## src/rtl/ppm_pkg.sv

```systemverilog
package ppm_pkg;
  typedef enum logic [1:0] {
    ST_SEARCH = 2'd0,
    ST_WAIT   = 2'd1,
    ST_BITS   = 2'd2,
    ST_CKSUM  = 2'd3
  } seq_st_e;
endpackage

```

## src/rtl/ppm_bit_timer.sv

```systemverilog
module ppm_bit_timer #(
  parameter int SMP_EVEN = 12
) (
  input  logic clk_i,
  input  logic rst_ni,
  input  logic run_i,
  output logic first_o,
  output logic in_a_o,
  output logic in_b_o,
  output logic last_o
);
  localparam int HALF  = SMP_EVEN / 2;
  localparam int CNT_W = $clog2(SMP_EVEN + 2);

  logic [CNT_W-1:0] cnt_q, len;
  logic             odd_q;

  // odd-index bits take one extra sample so the period averages 12.5
  assign len     = odd_q ? CNT_W'(SMP_EVEN + 1) : CNT_W'(SMP_EVEN);
  assign first_o = (cnt_q == '0);
  assign in_a_o  = (cnt_q < CNT_W'(HALF));
  assign in_b_o  = (cnt_q >= len - CNT_W'(HALF));
  assign last_o  = run_i && (cnt_q == len - CNT_W'(1));

  always_ff @(posedge clk_i or negedge rst_ni) begin
    if (!rst_ni) begin
      cnt_q <= '0;
      odd_q <= 1'b0;
    end else if (!run_i) begin
      cnt_q <= '0;
      odd_q <= 1'b0;
    end else if (last_o) begin
      cnt_q <= '0;
      odd_q <= ~odd_q;
    end else begin
      cnt_q <= cnt_q + CNT_W'(1);
    end
  end


  cnt_range_chk: assert property (@(posedge clk_i) disable iff (!rst_ni)
    cnt_q <= CNT_W'(SMP_EVEN));


  bit_wrap_chk: assert property (@(posedge clk_i) disable iff (!rst_ni)
    (run_i && last_o) |=> (cnt_q == '0) && (odd_q != $past(odd_q) || !$past(run_i)));
endmodule

```

## src/rtl/ppm_half_acc.sv

```systemverilog
module ppm_half_acc #(
  parameter int MAG_W = 12,
  parameter int HALF  = 6
) (
  input  logic             clk_i,
  input  logic             rst_ni,
  input  logic [MAG_W-1:0] mag_i,
  input  logic             first_i,
  input  logic             in_a_i,
  input  logic             in_b_i,
  input  logic             take_i,
  input  logic             is_ck_i,
  input  logic             last_bit_i,
  output logic             bit_o,
  output logic             vld_o,
  output logic             ck_o,
  output logic             done_o
);
  localparam int SUM_W = MAG_W + $clog2(HALF + 1);

  logic [SUM_W-1:0] mag_x, a_q, b_q, b_fin;

  assign mag_x = {{(SUM_W - MAG_W){1'b0}}, mag_i};
  assign b_fin = b_q + mag_x;  // last sample always belongs to the late half

  always_ff @(posedge clk_i or negedge rst_ni) begin
    if (!rst_ni) begin
      a_q    <= '0;
      b_q    <= '0;
      bit_o  <= 1'b0;
      vld_o  <= 1'b0;
      ck_o   <= 1'b0;
      done_o <= 1'b0;
    end else begin
      a_q    <= first_i ? mag_x : (in_a_i ? a_q + mag_x : a_q);
      b_q    <= first_i ? '0    : (in_b_i ? b_fin : b_q);
      vld_o  <= take_i;
      ck_o   <= take_i && is_ck_i;
      done_o <= take_i && last_bit_i;
      if (take_i) bit_o <= (a_q > b_fin);  // tie resolves to 0
    end
  end


  done_on_ck_chk: assert property (@(posedge clk_i) disable iff (!rst_ni)
    done_o |-> (vld_o && ck_o));
endmodule

```

## src/rtl/ppm_seq_ctrl.sv

```systemverilog
module ppm_seq_ctrl
  import ppm_pkg::*;
#(
  parameter int N_DATA = 88,
  parameter int N_CK   = 24
) (
  input  logic    clk_i,
  input  logic    rst_ni,
  input  logic    sync_i,
  input  logic    t0_i,
  input  logic    abort_i,
  input  logic    bit_end_i,
  output seq_st_e state_o,
  output logic    run_o,
  output logic    clr_o,
  output logic    last_bit_o
);
  localparam int N_TOT  = N_DATA + N_CK;
  localparam int BCNT_W = $clog2(N_TOT);

  seq_st_e           st_q, st_d;
  logic [BCNT_W-1:0] bcnt_q;
  logic              start;

  assign start      = (st_q == ST_WAIT) && t0_i && !abort_i;
  assign run_o      = (st_q == ST_BITS) || (st_q == ST_CKSUM);
  assign last_bit_o = (bcnt_q == BCNT_W'(N_TOT - 1));
  assign state_o    = st_q;

  always_comb begin
    st_d = st_q;
    unique case (st_q)
      ST_SEARCH: if (sync_i) st_d = ST_WAIT;
      ST_WAIT:   if (t0_i) st_d = ST_BITS;
      ST_BITS:   if (bit_end_i && bcnt_q == BCNT_W'(N_DATA - 1)) st_d = ST_CKSUM;
      ST_CKSUM:  if (bit_end_i && last_bit_o) st_d = ST_SEARCH;
      default:   st_d = ST_SEARCH;
    endcase
    if (abort_i) st_d = ST_SEARCH;
  end

  always_ff @(posedge clk_i or negedge rst_ni) begin
    if (!rst_ni) begin
      st_q   <= ST_SEARCH;
      bcnt_q <= '0;
      clr_o  <= 1'b0;
    end else begin
      st_q  <= st_d;
      clr_o <= start;
      if (start) bcnt_q <= '0;
      else if (run_o && bit_end_i && !last_bit_o) bcnt_q <= bcnt_q + BCNT_W'(1);
    end
  end


  t0_start_chk: assert property (@(posedge clk_i) disable iff (!rst_ni)
    (st_q == ST_WAIT && t0_i && !abort_i) |=> (st_q == ST_BITS && clr_o));


  search_hold_chk: assert property (@(posedge clk_i) disable iff (!rst_ni)
    (st_q == ST_SEARCH) |=> (st_q == ST_SEARCH || st_q == ST_WAIT));


  abort_chk: assert property (@(posedge clk_i) disable iff (!rst_ni)
    abort_i |=> (st_q == ST_SEARCH && !clr_o));


  ck_count_chk: assert property (@(posedge clk_i) disable iff (!rst_ni)
    (st_q == ST_CKSUM) |-> (bcnt_q >= BCNT_W'(N_DATA)));
endmodule

```

## src/rtl/ppm_slicer_seq.sv

```systemverilog
module ppm_slicer_seq
  import ppm_pkg::*;
#(
  parameter int MAG_W    = 12,
  parameter int N_DATA   = 88,
  parameter int N_CK     = 24,
  parameter int SMP_EVEN = 12
) (
  input  logic             clk_i,
  input  logic             rst_ni,
  input  logic [MAG_W-1:0] mag_i,
  input  logic             sync_i,
  input  logic             t0_i,
  input  logic             abort_i,
  output logic             bit_o,
  output logic             bit_vld_o,
  output logic             bit_is_ck_o,
  output logic             data_phase_o,
  output logic             ck_phase_o,
  output logic             msg_done_o,
  output logic             ck_clr_o
);
  localparam int HALF = SMP_EVEN / 2;

  seq_st_e st;
  logic    run, last_bit, first, in_a, in_b, last_smp, bit_end, take;

  assign bit_end      = run && last_smp;
  assign take         = bit_end && !abort_i;
  assign data_phase_o = (st == ST_BITS);
  assign ck_phase_o   = (st == ST_CKSUM);

  ppm_seq_ctrl #(.N_DATA(N_DATA), .N_CK(N_CK)) u_ctrl (
    .clk_i, .rst_ni, .sync_i, .t0_i, .abort_i,
    .bit_end_i  (bit_end),
    .state_o    (st),
    .run_o      (run),
    .clr_o      (ck_clr_o),
    .last_bit_o (last_bit)
  );

  ppm_bit_timer #(.SMP_EVEN(SMP_EVEN)) u_timer (
    .clk_i, .rst_ni,
    .run_i   (run),
    .first_o (first),
    .in_a_o  (in_a),
    .in_b_o  (in_b),
    .last_o  (last_smp)
  );

  ppm_half_acc #(.MAG_W(MAG_W), .HALF(HALF)) u_acc (
    .clk_i, .rst_ni, .mag_i,
    .first_i    (first),
    .in_a_i     (in_a),
    .in_b_i     (in_b),
    .take_i     (take),
    .is_ck_i    (ck_phase_o),
    .last_bit_i (last_bit),
    .bit_o      (bit_o),
    .vld_o      (bit_vld_o),
    .ck_o       (bit_is_ck_o),
    .done_o     (msg_done_o)
  );


  phase_excl_chk: assert property (@(posedge clk_i) disable iff (!rst_ni)
    $onehot0({data_phase_o, ck_phase_o}));


  done_idle_chk: assert property (@(posedge clk_i) disable iff (!rst_ni)
    msg_done_o |-> (!data_phase_o && !ck_phase_o));


  clr_in_data_chk: assert property (@(posedge clk_i) disable iff (!rst_ni)
    ck_clr_o |-> (data_phase_o && !bit_vld_o));
endmodule

```

## config.mk

```make
export PLATFORM = sky130hd
export DESIGN_NAME = ppm_slicer_seq
export DESIGN_NICKNAME = d
export VERILOG_FILES = /design/src/rtl/ppm_pkg.sv /design/src/rtl/ppm_bit_timer.sv /design/src/rtl/ppm_half_acc.sv /design/src/rtl/ppm_seq_ctrl.sv /design/src/rtl/ppm_slicer_seq.sv
export SDC_FILE = /design/constraint.sdc
export NUM_CORES = 1
export LEC_CHECK = 0
export ABC_CLOCK_PERIOD_IN_PS = 4500
export BUFFER_PORTS_ARGS = -buffer_cell sky130_fd_sc_hd__clkbuf_2
export CORE_MARGIN = 2
export CORE_UTILIZATION = 60
export DETAILED_ROUTE_END_ITERATION = 10
export PLACE_DENSITY = 0.79
export SLEW_MARGIN = 30
export SYNTH_ARGS = -nofsm -noshare
export SYNTH_HDL_FRONTEND = slang
export SYNTH_SLANG_ARGS = --single-unit
export TNS_END_PERCENT = 100
```

## constraint.sdc

```tcl
create_clock -name clk_i -period 4.5 [get_ports clk_i]
set_clock_uncertainty 0.15 [all_clocks]
set_input_delay 0.225 -clock clk_i [delete_from_list [all_inputs] [get_ports clk_i]]
set_output_delay 0.225 -clock clk_i [all_outputs]
set_load 0.01 [all_outputs]
```

==> impl_metrics.env <==
export IMPL_max_vdd_ir_drop_mv=0.219
export IMPL_crit_path_end="u_acc.bit_o"
export IMPL_synth_top_cell_area_share_pct=32.8
export IMPL_die_h_um=82.9
export IMPL_critPathCaptureType="register"
export IMPL_wl_per_cell_um=16.5
export IMPL_clockBufferDepth=2
export IMPL_nNetsFinal=503
export IMPL_synth_edf_count=0
export IMPL_drtIter0Drc=148
export IMPL_clkSlewWorstSetupHoldPaths_ns=0.10
export IMPL_viasPerCell=6.11
export IMPL_r2r_slack_ns=0.79
export IMPL_wl_um=8460
export IMPL_finalWorstSetupSlack_ns=0.788
export IMPL_postRouteAntennaNets=0
export IMPL_ys_types=59
export IMPL_period_share_pct=82.5
export IMPL_worst_pin_slew_ns=0.876
export IMPL_antenna_diode_count=0
export IMPL_die_area_um2=6870
export IMPL_slew_headroom_pct=41.4
export IMPL_crit_path_top_delay_cell="fa_1"
export IMPL_hold_path_class="in2reg"
export IMPL_dr_pass1_iters=4
export IMPL_r2r_end="u_acc.bit_o"
export IMPL_htree_levels=2
export IMPL_ff_latch_area_um2=1230
export IMPL_port_buffer_count=23
export IMPL_setup_viol=0
export IMPL_hpwl_um=6410
export IMPL_max_freq_mhz=269
export IMPL_placed_area_um2=3920
export IMPL_drc_errors=0
export IMPL_post_cts_buffers=0
export IMPL_antenna_found_initial=0
export IMPL_powerDensity_nw_per_um2=361
export IMPL_cpLargestDelayFamily="compound AO/OA/AOI/OAI gates"
export IMPL_hold_viol=0
export IMPL_path_cells="ha_1 > fa_1 > a211oi_2 > o21bai_1 > or3b_4 > a221oi_4 > a21oi_1 > xnor2_1 > ha_1 > a21oi_1 > nor2b_1 > o21ai_0 > o21ai_0 > a211oi_1 > o21ai_1"
export IMPL_rows=28
export IMPL_place_ws_ns=0.822
export IMPL_fill_cells=509
export IMPL_p_leak_nw=1.88
export IMPL_worstSetupPathType="reg2reg"
export IMPL_synth_fp_nets=482
export IMPL_post_synth_top_area_cell="dfrtp_1"
export IMPL_async_flop_share_pct=100
export IMPL_slowest_delay_ns=0.43
export IMPL_max_cap_viol_count=0
export IMPL_worstPathRequired_ns=4.55
export IMPL_synth_seq_cells=49
export IMPL_grt_start_max_net_pins=50
export IMPL_worst_path_buf_inv=0
export IMPL_syn_avg_cell_area_um2=8.97
export IMPL_clock_sink_count=49
export IMPL_finalCriticalPeriod_ns=3.71
export IMPL_worstSkewPairLatency_ns=0.31
export IMPL_grt_pass1_vias=3093
export IMPL_synth_main_ff_cell="dfrtp_1"
export IMPL_synth_common_cells="dfrtp_1, ha_1, nor2_1, nand2_1, a21oi_1"
export IMPL_yosysWarningCount=0
export IMPL_worstPathArrival_ns=3.76
export IMPL_routabilityCongestion=0.897
export IMPL_cts_tree="done"
export IMPL_core_area_um2=5960
export IMPL_multi_input_area_um2=2410
export IMPL_drive_gt1_share_pct=9.59
export IMPL_final_max_slew_viol_count=0
export IMPL_grt_pass1_wl_um=14600
export IMPL_rsz0062_at_grt="no"
export IMPL_syn_inst=416
export IMPL_reg2reg_depth=15
export IMPL_ioPinCount=24
export IMPL_setup_tns_ns=0
export IMPL_yosysSeqAreaShare_pct=32.8
export IMPL_cts_root_buf="clkbuf_8"
export IMPL_setup_worst_path_start="u_acc.b_q[0]"
export IMPL_outcome="completed"
export IMPL_crit_fanout=5
export IMPL_cts_resized=0
export IMPL_final_cell_area_um2=4050
export IMPL_critical_path_depth=15
export IMPL_r2r_start="u_acc.b_q[0]"
export IMPL_vias=3134
export IMPL_synth_area_um2=3730
export IMPL_floorplan_initialDensity_pct=62.7
export IMPL_yosysMostFrequentCell="dfrtp_1"
export IMPL_grt_overflow=0
export IMPL_numCtsBuffers=5
export IMPL_power_mw=1.46
export IMPL_synth_area_leaders="dfrtp_1, ha_1, xor2_1"
export IMPL_dieWidth_um=82.9
export IMPL_dp_cells=503
export IMPL_area_growth_pct=8.58
export IMPL_layoutNonFillerInstCount=513
export IMPL_cp_start_kind="register"
export IMPL_grt_use_total_pct=25.7
-- power by group --
group / switching, mW / leakage [nW] / internal [mW]
Clock: 0.155 / 0.0585 / 0.182
Combinational: 0.328 / 1.17 / 0.235
Sequential: 0.0653 / 0.654 / 0.498
-- state kept, by name, summed over array words and instances (netlist names) --
register	flops
u_acc.ck_o	1
u_ctrl.clr_o	1
u_acc.done_o	1
u_acc.bit_o	1
u_acc.b_q	15
u_ctrl.bcnt_q	7
u_timer.cnt_q	4
u_ctrl.state_o	2
u_acc.vld_o	1
u_timer.odd_q	1
u_acc.a_q	15
-- layout make-up --
cell class | count | area share [%]
clock buffers | 7 | 2.13
well taps | 75 | 2.31
flip-flops and latches | 49 | 30.2
multi-input cells | 338 | 59.5
clock inverters | 1 | 0.741
inverters | 17 | 1.57
repair buffers | 26 | 3.52
-- cells in the final DEF, fill, tap and decap left out, types with 3 or more instances in the layout --
cell type   n
nand2b_1    4
nor2b_1     6
nor2_1     34
nand3_1    19
inv_1      16
a21oi_1    27
nand4_1     6
o211ai_1    3
mux2i_1     6
and3_1      5
o2111ai_1   3
o21ai_0    25
clkbuf_2   23
dfrtp_1    49
xor2_1     16
nand2_1    30
nor3_1      6
ha_1       47
o21ai_1    16
a211oi_1   10
clkbuf_8    6
and2_1      3
xnor2_1    12
a22oi_1     7
a21o_1     11
-- worst reg2reg max path: stages, from the launching register on --
cell,delay (ns)
dfrtp_1,0.40
ha_1,0.21
fa_1,0.43
a211oi_2,0.23
o21bai_1,0.11
or3b_4,0.40
a221oi_4,0.36
a21oi_1,0.14
xnor2_1,0.14
ha_1,0.30
a21oi_1,0.13
nor2b_1,0.05
o21ai_0,0.12
o21ai_0,0.10
a211oi_1,0.23
o21ai_1,0.10
-- kinds of logic after synthesis --
family,count (synthesis),share of synthesized area (%)
flops,49,32.8
mux,6,1.61
simple gates,129,17.3
compound gates,126,21.9
buf+inv,29,2.98
xor+xnor,28,6.57
fa+ha+maj,49,16.8
-- stage by stage --
stage                     hold slack, ns  utilization, %
after floorplan                   -0.221               -
after global placement             0.222            65.6
after detailed placement           0.229            65.8
after CTS                         0.0344            68.1
after global routing              0.0508            68.1
final                             0.0378            68.1
-- layer usage --
metal	wire length [um]	up-vias	track usage, %
met5	0	-	0
met4	274	0	10.3
met3	287	20	3.18
met2	4140	72	43.8
met1	3760	1476	33.2
li1	-	1566	-
-- worst min-delay path by stage --
stage	slack, ns	end	start	cells after the start
3_3_place_gp	0.22	u_acc.a_q[1]	rst_ni	2
6_report	0.04	u_acc.a_q[0]	mag_i[0]	3
5_1_grt	0.05	u_acc.a_q[0]	mag_i[0]	3
4_1_cts	0.03	u_acc.a_q[0]	mag_i[0]	3
2_1_floorplan	-0.22	u_acc.a_q[0]	rst_ni	0
3_5_place_dp	0.23	u_acc.a_q[1]	rst_ni	2
-- timing repair --
item | CTS | global route
endpoints found under the setup margin | 0 | 0
hold endpoints to repair | 51 | 0
hold buffers | 2 | 0
(Power assumes the default switching activity.)
